## src/rtl/bsa_pkg.sv

```systemverilog
package bsa_pkg;
  // Aligner search states
  typedef enum logic [1:0] {
    AL_HUNT = 2'd0,  // compare each word against the training word
    AL_WAIT = 2'd1,  // discard words while a slip settles
    AL_LOCK = 2'd2   // boundary found, data ignored
  } al_state_e;
endpackage

```

## src/rtl/bsa_deser.sv

```systemverilog
module bsa_deser #(
  parameter int FACTOR = 8
) (
  input  logic              clk,
  input  logic              rst_n,
  input  logic              ser_i,
  input  logic              slip_i,
  output logic [FACTOR-1:0] word_o,
  output logic              vld_o
);
  localparam int CW = (FACTOR > 1) ? $clog2(FACTOR) : 1;
  localparam logic [CW-1:0] LAST = CW'(FACTOR - 1);

  logic [FACTOR-1:0] sh_q, sh_d;
  logic [FACTOR-1:0] word_q, word_d;
  logic [CW-1:0]     cnt_q, cnt_d;
  logic              vld_q, vld_d;
  logic [FACTOR:0]   joined;
  logic [FACTOR-1:0] assembled;

  assign joined    = {sh_q, ser_i};
  assign assembled = joined[FACTOR-1:0];

  // Next state: a slip withholds the current bit from word assembly
  always_comb begin
    sh_d   = sh_q;
    cnt_d  = cnt_q;
    word_d = word_q;
    vld_d  = 1'b0;
    if (!slip_i) begin
      sh_d = assembled;
      if (cnt_q == LAST) begin
        cnt_d  = '0;
        word_d = assembled;
        vld_d  = 1'b1;
      end else begin
        cnt_d = cnt_q + 1'b1;
      end
    end
  end

  always_ff @(posedge clk or negedge rst_n) begin
    if (!rst_n) begin
      sh_q   <= '0;
      cnt_q  <= '0;
      word_q <= '0;
      vld_q  <= 1'b0;
    end else begin
      sh_q   <= sh_d;
      cnt_q  <= cnt_d;
      word_q <= word_d;
      vld_q  <= vld_d;
    end
  end

  assign word_o = word_q;
  assign vld_o  = vld_q;

  generate
    if (FACTOR > 1) begin : g_multi
      AST_VLD_PULSE: assert property (@(posedge clk) disable iff (!rst_n) vld_o |=> !vld_o);
    end
  endgenerate

  AST_SLIP_NO_STROBE: assert property (@(posedge clk) disable iff (!rst_n) slip_i |=> !vld_o);

endmodule

```

## src/rtl/bsa_aligner.sv

```systemverilog
module bsa_aligner
  import bsa_pkg::*;
#(
  parameter int FACTOR       = 8,
  parameter int SETTLE_WORDS = 3,
  parameter int LOCK_RUN     = 4
) (
  input  logic              clk,
  input  logic              rst_n,
  input  logic [FACTOR-1:0] word_i,
  input  logic              vld_i,
  input  logic [FACTOR-1:0] train_i,
  input  logic              realign_i,
  output logic              slip_o,
  output logic              locked_o,
  output logic              fail_o
);
  localparam int SW = $clog2(SETTLE_WORDS + 1);
  localparam int RW = $clog2(LOCK_RUN + 1);
  localparam int NW = $clog2(FACTOR + 1);
  localparam logic [SW-1:0] SETTLE_LD = SW'(SETTLE_WORDS);
  localparam logic [RW-1:0] RUN_LAST  = RW'(LOCK_RUN - 1);
  localparam logic [NW-1:0] SLIP_MAX  = NW'(FACTOR);

  al_state_e     st_q, st_d;
  logic [SW-1:0] settle_q, settle_d;
  logic [RW-1:0] run_q, run_d;
  logic [NW-1:0] nslip_q, nslip_d;
  logic          slip_q, slip_d;
  logic          fail_q, fail_d;
  logic          hit;

  assign hit = (word_i == train_i);

  always_comb begin
    st_d     = st_q;
    settle_d = settle_q;
    run_d    = run_q;
    nslip_d  = nslip_q;
    fail_d   = fail_q;
    slip_d   = 1'b0;
    if (realign_i) begin
      st_d     = AL_HUNT;
      settle_d = '0;
      run_d    = '0;
      nslip_d  = '0;
      fail_d   = 1'b0;
    end else begin
      case (st_q)
        AL_HUNT: begin
          if (vld_i) begin
            if (hit) begin
              if (run_q == RUN_LAST) begin
                st_d    = AL_LOCK;
                run_d   = '0;
                nslip_d = '0;
                fail_d  = 1'b0;
              end else begin
                run_d = run_q + 1'b1;
              end
            end else begin
              run_d    = '0;
              slip_d   = 1'b1;
              st_d     = AL_WAIT;
              settle_d = SETTLE_LD;
              if (nslip_q == SLIP_MAX) begin
                fail_d  = 1'b1;
                nslip_d = NW'(1);
              end else begin
                nslip_d = nslip_q + 1'b1;
              end
            end
          end
        end
        AL_WAIT: begin
          if (vld_i) begin
            if (settle_q <= SW'(1)) begin
              st_d = AL_HUNT;
            end else begin
              settle_d = settle_q - 1'b1;
            end
          end
        end
        AL_LOCK: begin
          st_d = AL_LOCK;
        end
        default: st_d = AL_HUNT;
      endcase
    end
  end

  always_ff @(posedge clk or negedge rst_n) begin
    if (!rst_n) begin
      st_q     <= AL_HUNT;
      settle_q <= '0;
      run_q    <= '0;
      nslip_q  <= '0;
      slip_q   <= 1'b0;
      fail_q   <= 1'b0;
    end else begin
      st_q     <= st_d;
      settle_q <= settle_d;
      run_q    <= run_d;
      nslip_q  <= nslip_d;
      slip_q   <= slip_d;
      fail_q   <= fail_d;
    end
  end

  assign slip_o   = slip_q;
  assign locked_o = (st_q == AL_LOCK);
  assign fail_o   = fail_q;

  AST_SLIP_SINGLE: assert property (@(posedge clk) disable iff (!rst_n) slip_o |=> !slip_o);
  AST_LOCK_ON_MATCH: assert property (@(posedge clk) disable iff (!rst_n) $rose(locked_o) |-> $past(vld_i && (word_i == train_i)));
  AST_FAIL_WITH_SLIP: assert property (@(posedge clk) disable iff (!rst_n) $rose(fail_o) |-> slip_o);
  AST_QUIET_LOCKED: assert property (@(posedge clk) disable iff (!rst_n) $past(locked_o) |-> !slip_o);
  AST_REALIGN_CLEARS: assert property (@(posedge clk) disable iff (!rst_n) realign_i |=> (!locked_o && !fail_o));

endmodule

```

## src/rtl/bsa_top.sv

```systemverilog
module bsa_top #(
  parameter int FACTOR       = 8,
  parameter int SETTLE_WORDS = 3,
  parameter int LOCK_RUN     = 4
) (
  input  logic              clk,
  input  logic              rst_n,
  input  logic              ser_i,
  input  logic [FACTOR-1:0] train_i,
  input  logic              realign_i,
  output logic [FACTOR-1:0] word_o,
  output logic              word_vld_o,
  output logic              slip_o,
  output logic              locked_o,
  output logic              fail_o
);
  logic [FACTOR-1:0] word_w;
  logic              vld_w;
  logic              slip_w;

  bsa_deser #(.FACTOR(FACTOR)) deser_i (
    .clk    (clk),
    .rst_n  (rst_n),
    .ser_i  (ser_i),
    .slip_i (slip_w),
    .word_o (word_w),
    .vld_o  (vld_w)
  );

  bsa_aligner #(
    .FACTOR       (FACTOR),
    .SETTLE_WORDS (SETTLE_WORDS),
    .LOCK_RUN     (LOCK_RUN)
  ) align_i (
    .clk       (clk),
    .rst_n     (rst_n),
    .word_i    (word_w),
    .vld_i     (vld_w),
    .train_i   (train_i),
    .realign_i (realign_i),
    .slip_o    (slip_w),
    .locked_o  (locked_o),
    .fail_o    (fail_o)
  );

  assign word_o     = word_w;
  assign word_vld_o = vld_w;
  assign slip_o     = slip_w;

  AST_NO_SLIP_AT_STROBE: assert property (@(posedge clk) disable iff (!rst_n) slip_o |=> !word_vld_o);

endmodule

```

## config.mk

```make
export PLATFORM = sky130hd
export DESIGN_NAME = bsa_top
export DESIGN_NICKNAME = d
export VERILOG_FILES = /design/src/rtl/bsa_pkg.sv /design/src/rtl/bsa_deser.sv /design/src/rtl/bsa_aligner.sv /design/src/rtl/bsa_top.sv
export SDC_FILE = /design/constraint.sdc
export NUM_CORES = 1
export LEC_CHECK = 0
export BUFFER_PORTS_ARGS = -buffer_cell sky130_fd_sc_hd__buf_4
export CORE_MARGIN = 2
export CORE_UTILIZATION = 55
export DETAILED_ROUTE_END_ITERATION = 10
export PLACE_DENSITY = 0.8
export SLEW_MARGIN = 10
export SYNTH_ARGS = -nofsm -noshare
export SYNTH_HDL_FRONTEND = slang
export SYNTH_SLANG_ARGS = --single-unit
export TNS_END_PERCENT = 100
```

## constraint.sdc

```tcl
create_clock -name clk -period 1.7 [get_ports clk]
set_input_delay 0.085 -clock clk [delete_from_list [all_inputs] [get_ports clk]]
set_output_delay 0.085 -clock clk [all_outputs]
set_load 0.05 [all_outputs]
```

==> flow_summary.json <==
{
  "finalNetCount": 189,
  "ff2ff_setup_slack_ns": 0.16,
  "start_util": 0.5626,
  "critPathLaunch": "align_i.st_q[0]",
  "core_um2": 2978,
  "cp-end-kind": "flop",
  "cp_max_fo": 9,
  "crit_cells": 4,
  "total_power_mw": 3.198,
  "hold_depth": 2,
  "grt_pass1_wl_um": 5533,
  "critical_path.cell_chain": "or3b_1 > a211oi_2 > o21ai_1 > o221ai_2",
  "detailed_place_hpwl_um": 2376,
  "slew_headroom": 0.7397,
  "whs_ns": 0.01228,
  "yosysSeqAreaShare": 0.4780,
  "rows": 20,
  "synthTopCellsByArea": "dfrtp_1 (48%), mux2_2 (11%), ha_1 (4.5%), xnor2_1 (4.2%), nand4_1 (2.2%)",
  "cts-buffers-inserted": 5,
  "slowest_delay_ns": 0.56,
  "placed_area_um2": 1859,
  "hold_violations": 0,
  "ctsLongestPathBuffers": 2,
  "p_per_area_nw_per_um2": 1642,
  "slowest_stage": "or3b_1",
  "async_reset_ff_frac": 1.000,
  "ctsRootBufferMaster": "clkbuf_4",
  "fin_crit_sh": 0.9049,
  "dr_total_vias": 1194,
  "start_kind": "flop",
  "synthesis.nets": 160,
  "worstHoldPathType": "in2reg",
  "skew_ns": 0.004658,
  "firstDrtPassIters": 4,
  "synth_area_leader_cell": "dfrtp_1",
  "min_period_ns": 1.538,
  "r2r_end": "align_i.nslip_q[0]",
  "die-height_um": 59.19,
  "ys_ff_latch": 32,
  "min_from": "realign_i",
  "final_area_um2": 1948,
  "synth_most_common_cell": "dfrtp_1",
  "io-pin-count": 24,
  "leakagePower_nw": 0.8269,
  "yosysUniqueCellTypes": 45,
  "setup_tns_ns": 0,
  "postCtsSetupBuffers": 0,
  "cts_sinks": 32,
  "gp_congestion": 0.7331,
  "fp.dieW_um": 59.19,
  "viasPerCell": 5.824,
  "antenna_left": 0,
  "cp_top_family": "simple AND/OR/NAND/NOR gates",
  "grt_usage": 0.2148,
  "synth_area_um2": 1675,
  "maxSlewViolCount": 0,
  "wl_per_cell_um": 15.34,
  "yosys_most_used_dff": "dfrtp_1",
  "synth_edf_count": 0,
  "r2r-start": "align_i.st_q[0]",
  "gr-total-overflow": 0,
  "drt_iter0_drc": 51,
  "yosys-top-cells-count": "dfrtp_1 (32), mux2_2 (17), xnor2_1 (8)",
  "crit_arrival_ns": 1.80,
  "yosys_warnings": 0,
  "grt_antenna_before_repair": 0,
  "tightestPinTransition_ns": 0.3905,
  "syn_inst": 142,
  "h-tree-depth": 2,
  "cts.clk_slew.worst_paths_ns": 0.11,
  "status": "completed",
  "setup_viol": 0,
  "worstSkewPairLatency_ns": 0.34,
  "grt_max_degree": 33,
  "fmax_mhz": 650.0,
  "crit_end": "align_i.nslip_q[0]",
  "crit_buf_inv": 0,
  "cp.required_ns": 1.97,
  "drv_cap": 0,
  "dieArea_um2": 3503,
  "drive_gt1_frac": 0.3547,
  "num_antenna_cells": 0,
  "path_class": "reg2reg",
  "synth_top_area_share": 0.4780,
  "fillers": 223,
  "rsz0062_at_grt": "false",
  "vdd_ir_drop_max_mv": 1.288,
  "worstRegToRegCells": 4,
  "cts_tree": "yes",
  "avgSynthCellArea_um2": 11.80,
  "area_growth_pct": 16.28,
  "numPortBuffers": 23,
  "drc_errors": 0,
  "first_global_vias": 1248,
  "drt-total-wl_um": 3144
}
[layout make-up]
type	count	area [µm²]	area share
Clock inverter	3	23.77	0.01220
Clock buffer	5	37.54	0.01927
Multi-Input combinational cell	98	803.3	0.4123
Sequential cell	32	800.8	0.4110
Tap cell	33	41.29	0.02119
Inverter	5	18.77	0.009634
Timing Repair Buffer	29	222.7	0.1143
[state kept, by name (all words and copies together) (netlist names)]
signal,cells
align_i.st_q,2
deser_i.vld_o,1
align_i.fail_o,1
align_i.nslip_q,4
deser_i.word_o,8
align_i.slip_o,1
align_i.settle_q,2
align_i.run_q,3
deser_i.sh_q,7
deser_i.cnt_q,3
[worst min-delay path by stage]
stage | end | slack (ns)
6_report | align_i.nslip_q[3] | 0.01
5_1_grt | align_i.fail_o | 0.01
4_1_cts | align_i.run_q[0] | 0.002
3_5_place_dp | align_i.settle_q[1] | 0.04
3_3_place_gp | align_i.settle_q[1] | 0.04
2_1_floorplan | align_i.fail_o | -0.21
[where the power goes]
part / internal (mW) / leakage [nW] / switching [mW]
clock network: 0.162 / 0.0274 / 0.283
logic: 0.641 / 0.396 / 0.857
registers: 1.02 / 0.403 / 0.241
total: 1.82 / 0.827 / 1.38
[timing repair]
item | in CTS | in global routing
setup endpoints to repair | 8 | 8
endpoints found under the hold margin | 34 | 0
hold buffers | 2 | 0
resized for setup | 1 | 1
[layer usage]
| layer | track usage | wire [µm] |
|---|---|---|
| met5 | 0 | 0 |
| met4 | 0.08117 | 43 |
| met3 | 0.06114 | 126 |
| met2 | 0.3658 | 1626 |
| met1 | 0.2565 | 1348 |
[logic make-up after synthesis]
group                    count (synthesis)  synth area share
XOR/XNOR                                 8           0.04182
adder cells (fa/ha/maj)                  6           0.04481
flip-flops                              32            0.4780
AO/OA/AOI/OAI                           29            0.1240
multiplexers                            18            0.1202
AND/OR/NAND/NOR                         37            0.1441
buffers and inverters                   12           0.04705
[layout by cell type (no fill, tap or decap), types with 2 or more instances in the layout]
master          n
inv_1           5
dfrtp_1        32
nand2_1         7
a31oi_1         5
o211ai_1        3
buf_4          27
nor2_1          4
xnor2_1         8
and4_1          2
nand4_1         6
dlygate4sd3_1   2
nand2b_1        2
clkinvlp_4      2
nor3_1          2
ha_1            6
mux2_2         17
a21oi_1         5
nor3b_1         2
o21ai_0         4
clkbuf_4        5
[through the flow]
step / worst slack (ns) / utilization / std cells
3_5_place_dp: -0.1489 / 0.6244 / 195
4_1_cts: 0.05769 / 0.6525 / 205
3_3_place_gp: -0.03342 / 0.6244 / 195
6_report: 0.1616 / 0.6542 / 205
5_1_grt: 0.02080 / 0.6542 / 205
2_1_floorplan: 0.01479 / - / 142
Power figures use the tool's default switching activity.
